[src/rtl/tick_pkg.sv]
package tick_pkg;
    localparam int BUS_W = 8;

    localparam logic [1:0] ADDR_COUNT  = 2'd0;
    localparam logic [1:0] ADDR_CLEAR  = 2'd1;
    localparam logic [1:0] ADDR_RELOAD = 2'd2;

    typedef struct packed {
        logic             rd_fall;
        logic             commit;
        logic [1:0]       addr;
        logic [BUS_W-1:0] data;
    } bus_evt_t;
endpackage

[src/rtl/tick_prescaler.sv]
module tick_prescaler #(
    parameter int PRESCALE_DIV = 1024
) (
    input  logic clk,
    input  logic rst_n,
    output logic ref_stb
);
    localparam int PRE_W = (PRESCALE_DIV > 1) ? $clog2(PRESCALE_DIV) : 1;
    localparam logic [PRE_W-1:0] LAST = PRE_W'(PRESCALE_DIV - 1);

    logic [PRE_W-1:0] cnt_d, cnt_q;

    always_comb begin
        ref_stb = (cnt_q == LAST);
        cnt_d   = ref_stb ? '0 : cnt_q + 1'b1;
    end

    always_ff @(posedge clk) begin
        if (!rst_n) cnt_q <= '0;
        else        cnt_q <= cnt_d;
    end
endmodule

[src/rtl/tick_divider.sv]
module tick_divider #(
    parameter int          RELOAD_W   = 8,
    parameter int unsigned RELOAD_RST = 144
) (
    input  logic                clk,
    input  logic                rst_n,
    input  logic                ref_stb,
    input  logic [RELOAD_W-1:0] reload,
    output logic                tick
);
    localparam logic [RELOAD_W-1:0] START = RELOAD_W'(RELOAD_RST - 1);

    logic [RELOAD_W-1:0] cnt_d, cnt_q;

    always_comb begin
        tick  = ref_stb && (cnt_q == '0);
        cnt_d = cnt_q;
        if (ref_stb) begin
            // reload of 0 wraps to all ones: a full 2**RELOAD_W period
            cnt_d = (cnt_q == '0) ? reload - 1'b1 : cnt_q - 1'b1;
        end
    end

    always_ff @(posedge clk) begin
        if (!rst_n) cnt_q <= START;
        else        cnt_q <= cnt_d;
    end
endmodule

[src/rtl/tick_bus_if.sv]
module tick_bus_if
    import tick_pkg::*;
(
    input  logic             clk,
    input  logic             rst_n,
    input  logic             cs,
    input  logic             rd_n,
    input  logic             wr_n,
    input  logic [1:0]       addr,
    input  logic [BUS_W-1:0] wdata,
    output bus_evt_t         evt
);
    typedef struct packed {
        logic             rd_n;
        logic             wr_n;
        logic             cs;
        logic [1:0]       addr;
        logic [BUS_W-1:0] data;
    } smp_t;

    smp_t smp_d, smp_q;

    always_comb begin
        smp_d.rd_n = rd_n;
        smp_d.wr_n = wr_n;
        smp_d.cs   = cs;
        smp_d.addr = addr;
        smp_d.data = wdata;

        evt.rd_fall = smp_q.rd_n && !rd_n && cs;
        evt.commit  = !smp_q.wr_n && wr_n && smp_q.cs;
        evt.addr    = evt.commit ? smp_q.addr : addr;
        evt.data    = smp_q.data;
    end

    always_ff @(posedge clk) begin
        if (!rst_n) begin
            smp_q.rd_n <= 1'b1;
            smp_q.wr_n <= 1'b1;
            smp_q.cs   <= 1'b0;
            smp_q.addr <= '0;
            smp_q.data <= '0;
        end else begin
            smp_q <= smp_d;
        end
    end
endmodule

[src/rtl/tick_irq_gen.sv]
module tick_irq_gen
    import tick_pkg::*;
#(
    parameter int          PRESCALE_DIV = 1024,
    parameter int unsigned RELOAD_RST   = 144,
    parameter int          CNT_W        = 8
) (
    input  logic             clk,
    input  logic             rst_n,
    input  logic             cs,
    input  logic             rd_n,
    input  logic             wr_n,
    input  logic [1:0]       addr,
    input  logic [BUS_W-1:0] wdata,
    output logic [BUS_W-1:0] rdata,
    output logic             irq_n
);
    localparam int RELOAD_W = BUS_W;

    typedef struct packed {
        logic [CNT_W-1:0]    cnt;
        logic                pend;
        logic [RELOAD_W-1:0] reload;
        logic [BUS_W-1:0]    hold;
    } state_t;

    state_t   st_d, st_q;
    bus_evt_t evt;
    logic     ref_stb;
    logic     tick;
    logic     clr;
    logic     ld_reload;

    tick_prescaler #(.PRESCALE_DIV(PRESCALE_DIV)) u_pre (
        .clk     (clk),
        .rst_n   (rst_n),
        .ref_stb (ref_stb)
    );

    tick_divider #(.RELOAD_W(RELOAD_W), .RELOAD_RST(RELOAD_RST)) u_div (
        .clk     (clk),
        .rst_n   (rst_n),
        .ref_stb (ref_stb),
        .reload  (st_q.reload),
        .tick    (tick)
    );

    tick_bus_if u_bus (
        .clk   (clk),
        .rst_n (rst_n),
        .cs    (cs),
        .rd_n  (rd_n),
        .wr_n  (wr_n),
        .addr  (addr),
        .wdata (wdata),
        .evt   (evt)
    );

    always_comb begin
        st_d      = st_q;
        clr       = evt.commit && (evt.addr == ADDR_CLEAR);
        ld_reload = evt.commit && (evt.addr == ADDR_RELOAD);

        if (tick) st_d.cnt = st_q.cnt + 1'b1;

        // a tick on the same edge as a clear keeps the request raised
        st_d.pend = tick || (st_q.pend && !clr);

        if (ld_reload) st_d.reload = evt.data;

        if (evt.rd_fall) begin
            unique case (evt.addr)
                ADDR_COUNT:  st_d.hold = BUS_W'(st_q.cnt);
                ADDR_CLEAR:  st_d.hold = BUS_W'(st_q.pend);
                ADDR_RELOAD: st_d.hold = st_q.reload;
                default:     st_d.hold = '0;
            endcase
        end
    end

    always_ff @(posedge clk) begin
        if (!rst_n) begin
            st_q.cnt    <= '0;
            st_q.pend   <= 1'b0;
            st_q.reload <= RELOAD_W'(RELOAD_RST);
            st_q.hold   <= '0;
        end else begin
            st_q <= st_d;
        end
    end

    assign rdata = st_q.hold;
    assign irq_n = !st_q.pend;
endmodule

[config.mk]
export PLATFORM = sky130hd
export DESIGN_NAME = tick_irq_gen
export DESIGN_NICKNAME = d
export VERILOG_FILES = /design/src/rtl/tick_pkg.sv /design/src/rtl/tick_prescaler.sv /design/src/rtl/tick_divider.sv /design/src/rtl/tick_bus_if.sv /design/src/rtl/tick_irq_gen.sv
export SDC_FILE = /design/constraint.sdc
export NUM_CORES = 1
export LEC_CHECK = 0
export CORE_MARGIN = 2
export CORE_UTILIZATION = 63
export CTS_BUF_LIST = sky130_fd_sc_hd__clkbuf_4 sky130_fd_sc_hd__clkbuf_8
export DETAILED_ROUTE_END_ITERATION = 6
export MAX_ROUTING_LAYER = met4
export PLACE_DENSITY = 0.87
export SLEW_MARGIN = 0
export SYNTH_ARGS = -nofsm -noshare
export SYNTH_HDL_FRONTEND = slang
export SYNTH_SLANG_ARGS = --single-unit
[constraint.sdc]
create_clock -name clk -period 4.2 [get_ports clk]
set_input_delay 0.84 -clock clk [delete_from_list [all_inputs] [get_ports clk]]
set_output_delay 0.84 -clock clk [all_outputs]
set_load 0.01 [all_outputs]
# Yosys cells after proc, flatten, opt, wreduce, memory -nomap -nowiden
# Index checks and enable logic that the tools add are counted.
# totals
reg_bits	56
in_bits	15
out_inout_bits	9
elab_cells	38
# classes
add_sub_neg	4
eq_ne	3
muxes	3
n_bitwise	1
n_reduce_logical	16
# op_table
operator	n
8-bit one-hot mux with 3 select lines	1
8-bit by 1-bit subtractor with 8-bit output (second input constant)	2
10-bit by 1-bit adder with 10-bit output (second input constant)	1
10-bit equality test (second input constant)	1
8-bit by 1-bit adder with 8-bit output (second input constant)	1
1-bit logical AND	8
8-bit zero test	1
8-bit 2-to-1 mux	1
1-bit zero test	4
2-bit by 1-bit equality test with 1-bit output (second input constant)	1
2-bit equality test (second input constant)	1
2-bit zero test	1
2-bit 2-to-1 mux	1
2-bit OR reduction	1
1-bit logical OR	1
1-bit inverter	1

# Longest topological paths before layout
# Gate-level depths: netlist of the first run.
# logic_depth
word_depth	9
mapped_depth	9
mapped_depth_nobuf	9

# Hierarchy
# Synthesis of the first run repeated with hierarchy kept, for this count alone.
# unflattened
cells_unflattened	291
hier_area_um2	2700.1
# by_module_without_submodules
module	n_inst	cells_each	area_per_inst_um2	seq_area_each_um2
tick_irq_gen	1	122	1171.1	500.5
tick_divider	1	75	603.1	160.2
tick_bus_if	1	41	467.9	260.2
tick_prescaler	1	53	457.9	200.2

# Least setup slack after synthesis of the first run
# Ideal clock, no wire load.
# synth_path
kind	flip-flop to flip-flop
start	reg u_div.cnt_q[5]
end	reg u_div.cnt_q[6]
setup_time_ns	0.071
arrival_ns	2.269
required_time_ns	4.129
setup_slack_ns	1.860
stages_incl_launch_ff	10
path_buffers	0
synth_period_minus_slack_ns	2.340
path_cell_list	dfxtp_1 or4_1 nor2_4 a21oi_1 ha_1 or4b_4 or3_1 a211oi_2 o21ai_1 a21oi_1
# synth_between
elab_chain_len	2
word_cells_on_any_way	3
classes_between	add/sub (1); mux (1); reduce/logical (1)
# synth_rtl
element	line	text
from (decl)	tick_divider.sv:13	logic [RELOAD_W-1:0] cnt_d, cnt_q;
from (signal assigned)	tick_divider.sv:26	else cnt_q <= cnt_d;
8-bit by 1-bit subtractor with 8-bit output / 8-bit zero test (equally long branches)	tick_divider.sv:20	cnt_d = (cnt_q == '0) ? reload - 1'b1 : cnt_q - 1'b1;
8-bit 2-to-1 mux (*)	tick_divider.sv:20	
# Every way passes the cells marked *; elsewhere a longest branch is shown, timed or not.
# A chain may end at the register's enable or synchronous reset.

# Final worst setup path of the first run
# Ends and elaborated chain as after synthesis.

==> impl_results.md, run 1 <==
* Outcome: finished, final reports clean
* CTS Buf Count at 5
* Count of cell types in the netlist at 44
* Setup Buffers After CTS at 0
* Setup violators final at 0
* Wire length of the first global-routing pass at between 7000 and 8000 um
* Pint at 0.701 mW
* Critical register-to-register path endpoint: u_div.cnt_q[6]$_SDFFE_PN0N_
* Hold worst-path end: u_pre.cnt_q[0]$_SDFF_PP0_
* Die boundary height at around 67 um
* Fraction of the yosys area taken by sequential cells at 44.9%
* Setup WS post-layout at around 1.6 ns
* Main flop type after synthesis: sky130_fd_sc_hd__dfxtp_1
* Crit share post-route at between 60% and 70%
* Global-route total usage across every layer at between 20% and 30%
* #FFs+latches synth at 56
* Mux contribution to synthesized area at 5.31%
* Vias in the first global route at about 1800
* Path class of the lowest-slack min-delay path: flip-flop to flip-flop
* Simple-gate portion of the synthesized area at 26.1%
* Area added between synthesis and finish at 12.0%
* DP HPWL at 3390 um
* Post-CTS resize count at 0
* WL/cell at approximately 14 um
* Fraction of registers with async set/reset at 0%
* Max Cap Viol at 0
* Count of nets left with antenna violations after detail routing at 0
* Clock-pin slew reported for the worst setup and hold paths after clock tree synthesis at roughly 0.10 ns
* Count of flip-flops with a built-in enable after synthesis at 0
* Endpoints failing hold at 0
* Critical path endpoint category: flip-flop
* Per-instance average area after synthesis at around 9.1 um^2
* Clock power frac at about a third
* Number of remaining DRC errors at 0
* Post-Route Hold Slack at between 0.4 and 0.5 ns
* Placement-stage worst setup slack at 1.43 ns
* Final instance count without filler cells at 339
* Number of cells on the worst reg-to-reg path at 9
* Start of the worst register-to-register path: u_div.cnt_q[5]$_SDFFE_PN0N_
* Critical path data arrival time at 2.81 ns
* Cells after Synth at 275
* Buffers from clock root to sink, at most at 2
* Synthesized-area fraction occupied by xor and xnor cells at 4.91%
* Syn nets at roughly 290
* Footprint of the multi-input gates at approximately 1300 um^2
* Design Power at 0.901 mW
* Net switching component of the power at ~0.20 mW
* Shortest period the worst path allows at roughly 2.6 ns
* Vias per Instance at 5.78
* First-iteration detailed-routing DRC count at around 130
* Count of TritonRoute iterations in the first routing pass at 4
* Static Leakage at 0.986 nW
* Area of the core region at 3740 um^2
* Worst Hold Depth at 1
* Reg-to-reg slack, setup at between 1.5 and 2 ns
* Final antenna diode count at 0
* Portion of total power attributed to combinational logic at under 10%
* Post-route standard cell area excluding fillers at around 2800 um^2
* Number of instances in the placed design at 331
* Number of fillers in the final layout at approximately 290
* Worst-Margin Slew at 0.894 ns
* Hold bufs inserted after CTS at 0
* Reg power frac at 61.3%
* Main combinational cell family by area after synthesis: simple AND/OR/NAND/NOR gates
* Fraction of the mapped netlist area in compound gates at about an eighth
* Buffer cell driving the clock tree root: sky130_fd_sc_hd__clkbuf_8
* Overflow left after global routing at 0
* Boundary Pins at 24
* Vias after detailed routing at just under 2000
* Maximum frequency from static timing analysis at between 300 and 400 MHz
* Setup_tns at 0 ns
* Clock H-tree levels at 2
* Worst ir drop on vdd at 0.223 mV
* Finished Core Util at about 75%
* Share of cells above drive strength 1 at 6.87%
* Count of yosys warnings during synthesis at 0
* Instance area after placement at around 2700 um^2
* TritonCTS clock tree: yes
* Maximum fanout along the worst path at 9
* Die outline area at ~4500 um^2
* Starting utilization of the core area at 66.7%
* Std-Cell Rows at 22
* Final Routed Wirelength at 4640 um
* Die outline width at ~67 um
* Number of pins exceeding their max-slew limit in the final report at 0
* Critical path class: flip-flop to flip-flop
* Critical hold path startpoint: u_pre.cnt_q[0]$_SDFF_PP0_
* Share of total power consumed by net switching at 22.2%
* Initial antenna violation count at 0
* Required time of the worst setup path at around 4.4 ns
* Area occupied by registers at around 1100 um^2
* Adder and majority gate portion of the synthesized area at roughly 1.5%
* Power per cell area at between 300 and 400 nW/um^2
* Fin nets at between 300 and 400
* Final weighted congestion in routability-driven placement at around 0.91
* Unrepaired setup endpoints after global routing: false
* Maximum number of pins on one net before global-route repair at 30
* Count of buffers from port buffering at 23
* Count of clock tree sinks at between 50 and 60
* Cell area after synthesis at ~2500 um^2
* Sort of element at the start of the critical path: flip-flop
* Worst slew slack as a fraction of its limit at 40.2%
* Post-Route Skew at 0.0101 ns
* Clock latency at the later pin of the worst-skew pair at approximately 0.30 ns
==> critical path: stages, from the launching register on <==
cell and delay, ns:
sky130_fd_sc_hd__dfxtp_1 0.50, sky130_fd_sc_hd__or4_1 0.25, sky130_fd_sc_hd__nor2_4 0.09, sky130_fd_sc_hd__a21oi_1 0.15, sky130_fd_sc_hd__ha_1 0.24, sky130_fd_sc_hd__or4b_4 0.51
sky130_fd_sc_hd__or3_1 0.33, sky130_fd_sc_hd__a211oi_2 0.19, sky130_fd_sc_hd__o21ai_1 0.08, sky130_fd_sc_hd__a21oi_1 0.15
==> per-layer routing <==
metal / up-vias / track usage, % / share of wire [%]
li1: 999 / - / -
met1: 912 / 30.5 / 48
met2: 42 / 38.5 / 46
met3: 6 / 3.89 / 3.9
met4: 0 / 11.0 / 1.6
met5: - / - / 0
==> placed cells by master, fill, tap and decap left out, types with 3 or more instances in the layout <==
cell type	synthesis	routed
sky130_fd_sc_hd__a21oi_1	10	10
sky130_fd_sc_hd__nand2b_1	4	4
sky130_fd_sc_hd__mux2i_1	11	11
sky130_fd_sc_hd__nor3_1	5	5
sky130_fd_sc_hd__clkdlybuf4s50_1	0	23
sky130_fd_sc_hd__xnor2_1	9	9
sky130_fd_sc_hd__nor3b_1	3	3
sky130_fd_sc_hd__o21ai_0	4	4
sky130_fd_sc_hd__a211oi_1	8	8
sky130_fd_sc_hd__inv_1	4	4
sky130_fd_sc_hd__and3_1	6	6
sky130_fd_sc_hd__ha_1	3	3
sky130_fd_sc_hd__xor2_1	5	5
sky130_fd_sc_hd__dfxtp_1	56	56
sky130_fd_sc_hd__a31oi_1	4	4
sky130_fd_sc_hd__and2_1	13	13
sky130_fd_sc_hd__nand3_1	8	8
sky130_fd_sc_hd__a22oi_1	8	8
sky130_fd_sc_hd__nor2_1	36	36
sky130_fd_sc_hd__o31ai_1	3	3
sky130_fd_sc_hd__nand2_1	25	25
sky130_fd_sc_hd__clkbuf_8	0	5
sky130_fd_sc_hd__or4_1	5	5
==> final cells by class <==
cell class / count / area share, %
well taps: 48 / 2.15
inverters: 4 / 0.537
flip-flops and latches: 56 / 40.1
multi-input cells: 198 / 45.1
clock inverters: 2 / 0.582
repair buffers: 25 / 8.77
clock buffers: 6 / 2.73
==> cells in the mapped netlist (6+ instances only) <==
cell type / n / share of area [%]
sky130_fd_sc_hd__mux2i_1: 11 / 4.4
sky130_fd_sc_hd__a21oi_1: 10 / 2.0
sky130_fd_sc_hd__clkbuf_1: 7 / 1.1
sky130_fd_sc_hd__and2_1: 13 / 3.3
sky130_fd_sc_hd__nand2_1: 25 / 3.8
sky130_fd_sc_hd__nor2_1: 36 / 5.4
sky130_fd_sc_hd__and3_1: 6 / 1.5
sky130_fd_sc_hd__nand3_1: 8 / 1.6
sky130_fd_sc_hd__a211oi_1: 8 / 2.4
sky130_fd_sc_hd__a22oi_1: 8 / 2.4
sky130_fd_sc_hd__buf_4: 9 / 2.7
sky130_fd_sc_hd__xnor2_1: 9 / 3.2
sky130_fd_sc_hd__dfxtp_1: 56 / 45
==> registers in the layout (all words and copies together), names as in the netlist <==
register and cells:
st_q 17, u_pre.cnt_q 10, rdata 8, u_bus.evt 8, u_div.cnt_q 8, u_bus.smp_q 5
==> power groups by stage <==
stage	clock network, mW	registers [mW]	logic, mW
floorplan	0	0.562	0.0355
global placement	0	0.563	0.0561
detailed placement	0	0.564	0.0577
CTS	0.300	0.552	0.0579
global route	0.320	0.554	0.0641
finish	0.292	0.552	0.0568
==> worst max path at each step <==
| stage | start | slack [ns] | to |
|---|---|---|---|
| after CTS | u_div.cnt_q[5]$_SDFFE_PN0N_ | 1.62 | u_div.cnt_q[6]$_SDFFE_PN0N_ |
| after detailed placement | wr_n | 1.43 | rdata[4]$_SDFFE_PN0P_ |
| after global placement | wr_n | 1.60 | rdata[2]$_SDFFE_PN0P_ |
| after floorplan | u_div.cnt_q[5]$_SDFFE_PN0N_ | 1.86 | u_div.cnt_q[6]$_SDFFE_PN0N_ |
| final | u_div.cnt_q[5]$_SDFFE_PN0N_ | 1.63 | u_div.cnt_q[6]$_SDFFE_PN0N_ |
| after global routing | u_div.cnt_q[5]$_SDFFE_PN0N_ | 1.43 | u_div.cnt_q[6]$_SDFFE_PN0N_ |
==> kinds of logic (layout without fill, tap and decap cells) <==
family / count (synthesis) / count (layout)
buffers and inverters: 21 / 37
AOI/OAI and AO/OA: 47 / 47
and+or+nand+nor: 121 / 121
adders and majority gates: 3 / 3
muxes: 13 / 13
xor gates and xnor gates: 14 / 14
DFF: 56 / 56
No activity file was read; power rests on OpenSTA's default activity.
==> run 2, diff against run 1 <==
--- a/config.mk
+++ b/config.mk
@@ -6,11 +6,11 @@
 export NUM_CORES = 1
 export LEC_CHECK = 0
 export CORE_MARGIN = 2
-export CORE_UTILIZATION = 63
+export CORE_UTILIZATION = 59
 export CTS_BUF_LIST = sky130_fd_sc_hd__clkbuf_4 sky130_fd_sc_hd__clkbuf_8
 export DETAILED_ROUTE_END_ITERATION = 6
 export MAX_ROUTING_LAYER = met4
-export PLACE_DENSITY = 0.87
+export PLACE_DENSITY = 0.82
 export SLEW_MARGIN = 0
 export SYNTH_ARGS = -nofsm -noshare
 export SYNTH_HDL_FRONTEND = slang
==> constraint.sdc (replaced) <==
create_clock -name clk -period 2.7 [get_ports clk]
set_input_delay 0.54 -clock clk [delete_from_list [all_inputs] [get_ports clk]]
set_output_delay 0.54 -clock clk [all_outputs]
set_load 0.01 [all_outputs]
==> run 2 against run 1 <==
Against the previous run:
- final cell count increased by 1.5%
- sequential power increased by 55%
- clock power increased by 49%
- die area increased by 6.4%
- non-clock buffer count increased by 4
- wire length increased by 4.3%
- worst hold slack got worse by 0.015 ns
==> impl_results.md, run 2 (synthesized netlist as in run 1, its figures left out) <==
* Outcome: finished, final reports clean
* WL/cell at between 10 and 15 um
* Hold worst-path end: st_q[12]$_SDFFE_PN1P_
* Uppermost signal routing layer after detailed routing: met4
* DP HPWL at between 3000 and 4000 um
* Placement-stage worst setup slack at between 0.15 and 0.2 ns
* Clock H-tree levels at 2
* Setup violators final at 0
* Buffer cell driving the clock tree root: sky130_fd_sc_hd__clkbuf_8
* Path class of the lowest-slack min-delay path: flip-flop to flip-flop
* Die outline width at between 60 and 70 um
* Static Leakage at about 1 nW
* Number of pins exceeding their max-slew limit in the final report at 0
* Worst Hold Depth at 2
* Vias per Instance at about 5.8
* Unrepaired setup endpoints after global routing: false
* Count of clock tree sinks at 56
* Die outline area at ~4800 um^2
* Reg-to-reg slack, setup at around 0.16 ns
* Wire length on met1 at ~2300 um
* Final Routed Wirelength at 4840 um
* Critical hold path startpoint: u_bus.evt[4]$_SDFF_PN0_
* Wire length of the first global-routing pass at about 8500 um
* Power per cell area at about 490 nW/um^2
* Clock latency at the later pin of the worst-skew pair at between 0.3 and 0.4 ns
* Fin nets at approximately 310
* Register bank with the most flops: st_q
* Worst slew slack as a fraction of its limit at between 60% and 70%
* Die boundary height at ~70 um
* Post-Route Skew at 0.00871 ns
* Commonest non-fill, non-tap cell in the layout: sky130_fd_sc_hd__dfxtp_1
* Share of cells above drive strength 1 at between 8 and 9%
* Worst ir drop on vdd at roughly 0.34 mV
* CTS Buf Count at 5
* TritonCTS clock tree: yes
* Flip-flop count of the largest register, all copies and words added at 17
* Required time of the worst setup path at ~3.0 ns
* Final weighted congestion in routability-driven placement at about 0.88
* Design Power at 1.39 mW
* Max Cap Viol at 0
* Endpoints failing hold at 0
* Shortest period the worst path allows at around 2.5 ns
* Start of the worst register-to-register path: u_div.cnt_q[6]$_SDFFE_PN0N_
* Buffers from clock root to sink, at most at 2
* Count of TritonRoute iterations in the first routing pass at 4
* Crit share post-route at 94.1%
* Overflow left after global routing at 0
* Number of remaining DRC errors at 0
* Global-route total usage across every layer at approximately 22%
* Maximum frequency from static timing analysis at around 400 MHz
* Maximum fanout along the worst path at 9
* Vias in the first global route at around 1900
* Biggest regs: st_q x17, u_pre.cnt_q x10
* Area added between synthesis and finish at 12.9%
* Starting utilization of the core area at 62.0%
* Critical path endpoint category: flip-flop
* Met2 wire length at about 2200 um
* Boundary Pins at 24
* Clock-pin slew reported for the worst setup and hold paths after clock tree synthesis at around 0.10 ns
* Setup WS post-layout at 0.160 ns
* Std-Cell Rows at 23
* Area of the core region at slightly above 4000 um^2
* Number of cells on the worst reg-to-reg path at 9
* Vias after detailed routing at ~2000
* Final antenna diode count at 0
* Count of buffers from port buffering at 23
* Maximum number of pins on one net before global-route repair at 25
* Critical path data arrival time at about 2.8 ns
* Count of nets left with antenna violations after detail routing at 0
* Finished Core Util at a little over two thirds
* First-iteration detailed-routing DRC count at 132
* Most frequent cells in the layout: sky130_fd_sc_hd__dfxtp_1 (55), sky130_fd_sc_hd__nor2_1 (36), sky130_fd_sc_hd__nand2_1 (25)
* Critical path class: flip-flop to flip-flop
* Critical register-to-register path endpoint: u_div.cnt_q[6]$_SDFFE_PN0N_
* Worst-Margin Slew at 0.510 ns
* Met3 wirelength from detailed routing at 292 um
* Initial antenna violation count at 0
* Number of fillers in the final layout at 332
* Sort of element at the start of the critical path: flip-flop
* Setup_tns at 0 ns
## run 2: changes by cell type in the layout (fill, tap and decap cells not counted), sizes merged
cell,previous run,this run
clkbuf,6,5
buf,2,6
## run 2: worst max-delay path by stage
stage	start	to	slack, ns	cells after the start
3_3_place_gp	u_div.cnt_q[5]$_SDFFE_PN0N_	u_div.cnt_q[6]$_SDFFE_PN0N_	0.24	9
5_1_grt	u_div.cnt_q[7]$_SDFFE_PN1N_	u_div.cnt_q[6]$_SDFFE_PN0N_	0.01	9
6_report	u_div.cnt_q[6]$_SDFFE_PN0N_	u_div.cnt_q[6]$_SDFFE_PN0N_	0.16	9
2_1_floorplan	u_div.cnt_q[5]$_SDFFE_PN0N_	u_div.cnt_q[6]$_SDFFE_PN0N_	0.36	9
4_1_cts	u_div.cnt_q[5]$_SDFFE_PN0N_	u_div.cnt_q[6]$_SDFFE_PN0N_	0.15	9
3_5_place_dp	u_div.cnt_q[5]$_SDFFE_PN0N_	u_div.cnt_q[6]$_SDFFE_PN0N_	0.17	9
## run 2: critical path, cell delays in order (launching register included)
cell	delay [ns]
sky130_fd_sc_hd__dfxtp_1	0.47
sky130_fd_sc_hd__or4_1	0.24
sky130_fd_sc_hd__nor2_4	0.09
sky130_fd_sc_hd__a21oi_1	0.15
sky130_fd_sc_hd__ha_1	0.24
sky130_fd_sc_hd__or4b_4	0.52
sky130_fd_sc_hd__or3_1	0.33
sky130_fd_sc_hd__a211oi_2	0.20
sky130_fd_sc_hd__o21ai_1	0.08
sky130_fd_sc_hd__a21oi_1	0.15
## run 2: power by group
| part | total (mW) | switching (mW) | internal [mW] |
|---|---|---|---|
| Sequential | 0.857 | 0.0106 | 0.847 |
| Combinational | 0.0927 | 0.0411 | 0.0516 |
| Clock | 0.435 | 0.259 | 0.176 |
| Total | 1.39 | 0.311 | 1.07 |
## run 2: timing repair
| item | in CTS | in global routing |
|---|---|---|
| setup buffers | 0 | 0 |
| resized for setup | 0 | 1 |
| hold buffers | 0 | 0 |
| endpoints found under the setup margin | 0 | 1 |
## run 2: final cells by class
| type | count | area (um^2) | area share, % |
|---|---|---|---|
| clock buffer | 5 | 68.8 | 2.44 |
| inverter | 4 | 15.0 | 0.533 |
| clock inverter | 2 | 12.5 | 0.444 |
| timing repair buffer | 29 | 275 | 9.76 |
| sequential | 56 | 1120 | 39.8 |
| multi-input combinational | 198 | 1260 | 44.8 |
| tap | 50 | 62.6 | 2.22 |
## run 2: routing by layer
layer | global-route usage (%) | vias up
met3 | 4.39 | 8
met1 | 29.6 | 927
met4 | 8.06 | 0
li1 | - | 1007
met2 | 34.3 | 61
met5 | - | -
## run 2: through the flow
stage	area, um^2	hold WS [ns]	std cells
6_report	2820	0.451	344
5_1_grt	2820	0.469	344
4_1_cts	2820	0.454	344
3_5_place_dp	2740	0.432	337
3_3_place_gp	2740	0.433	337
2_1_floorplan	2500	0.422	275
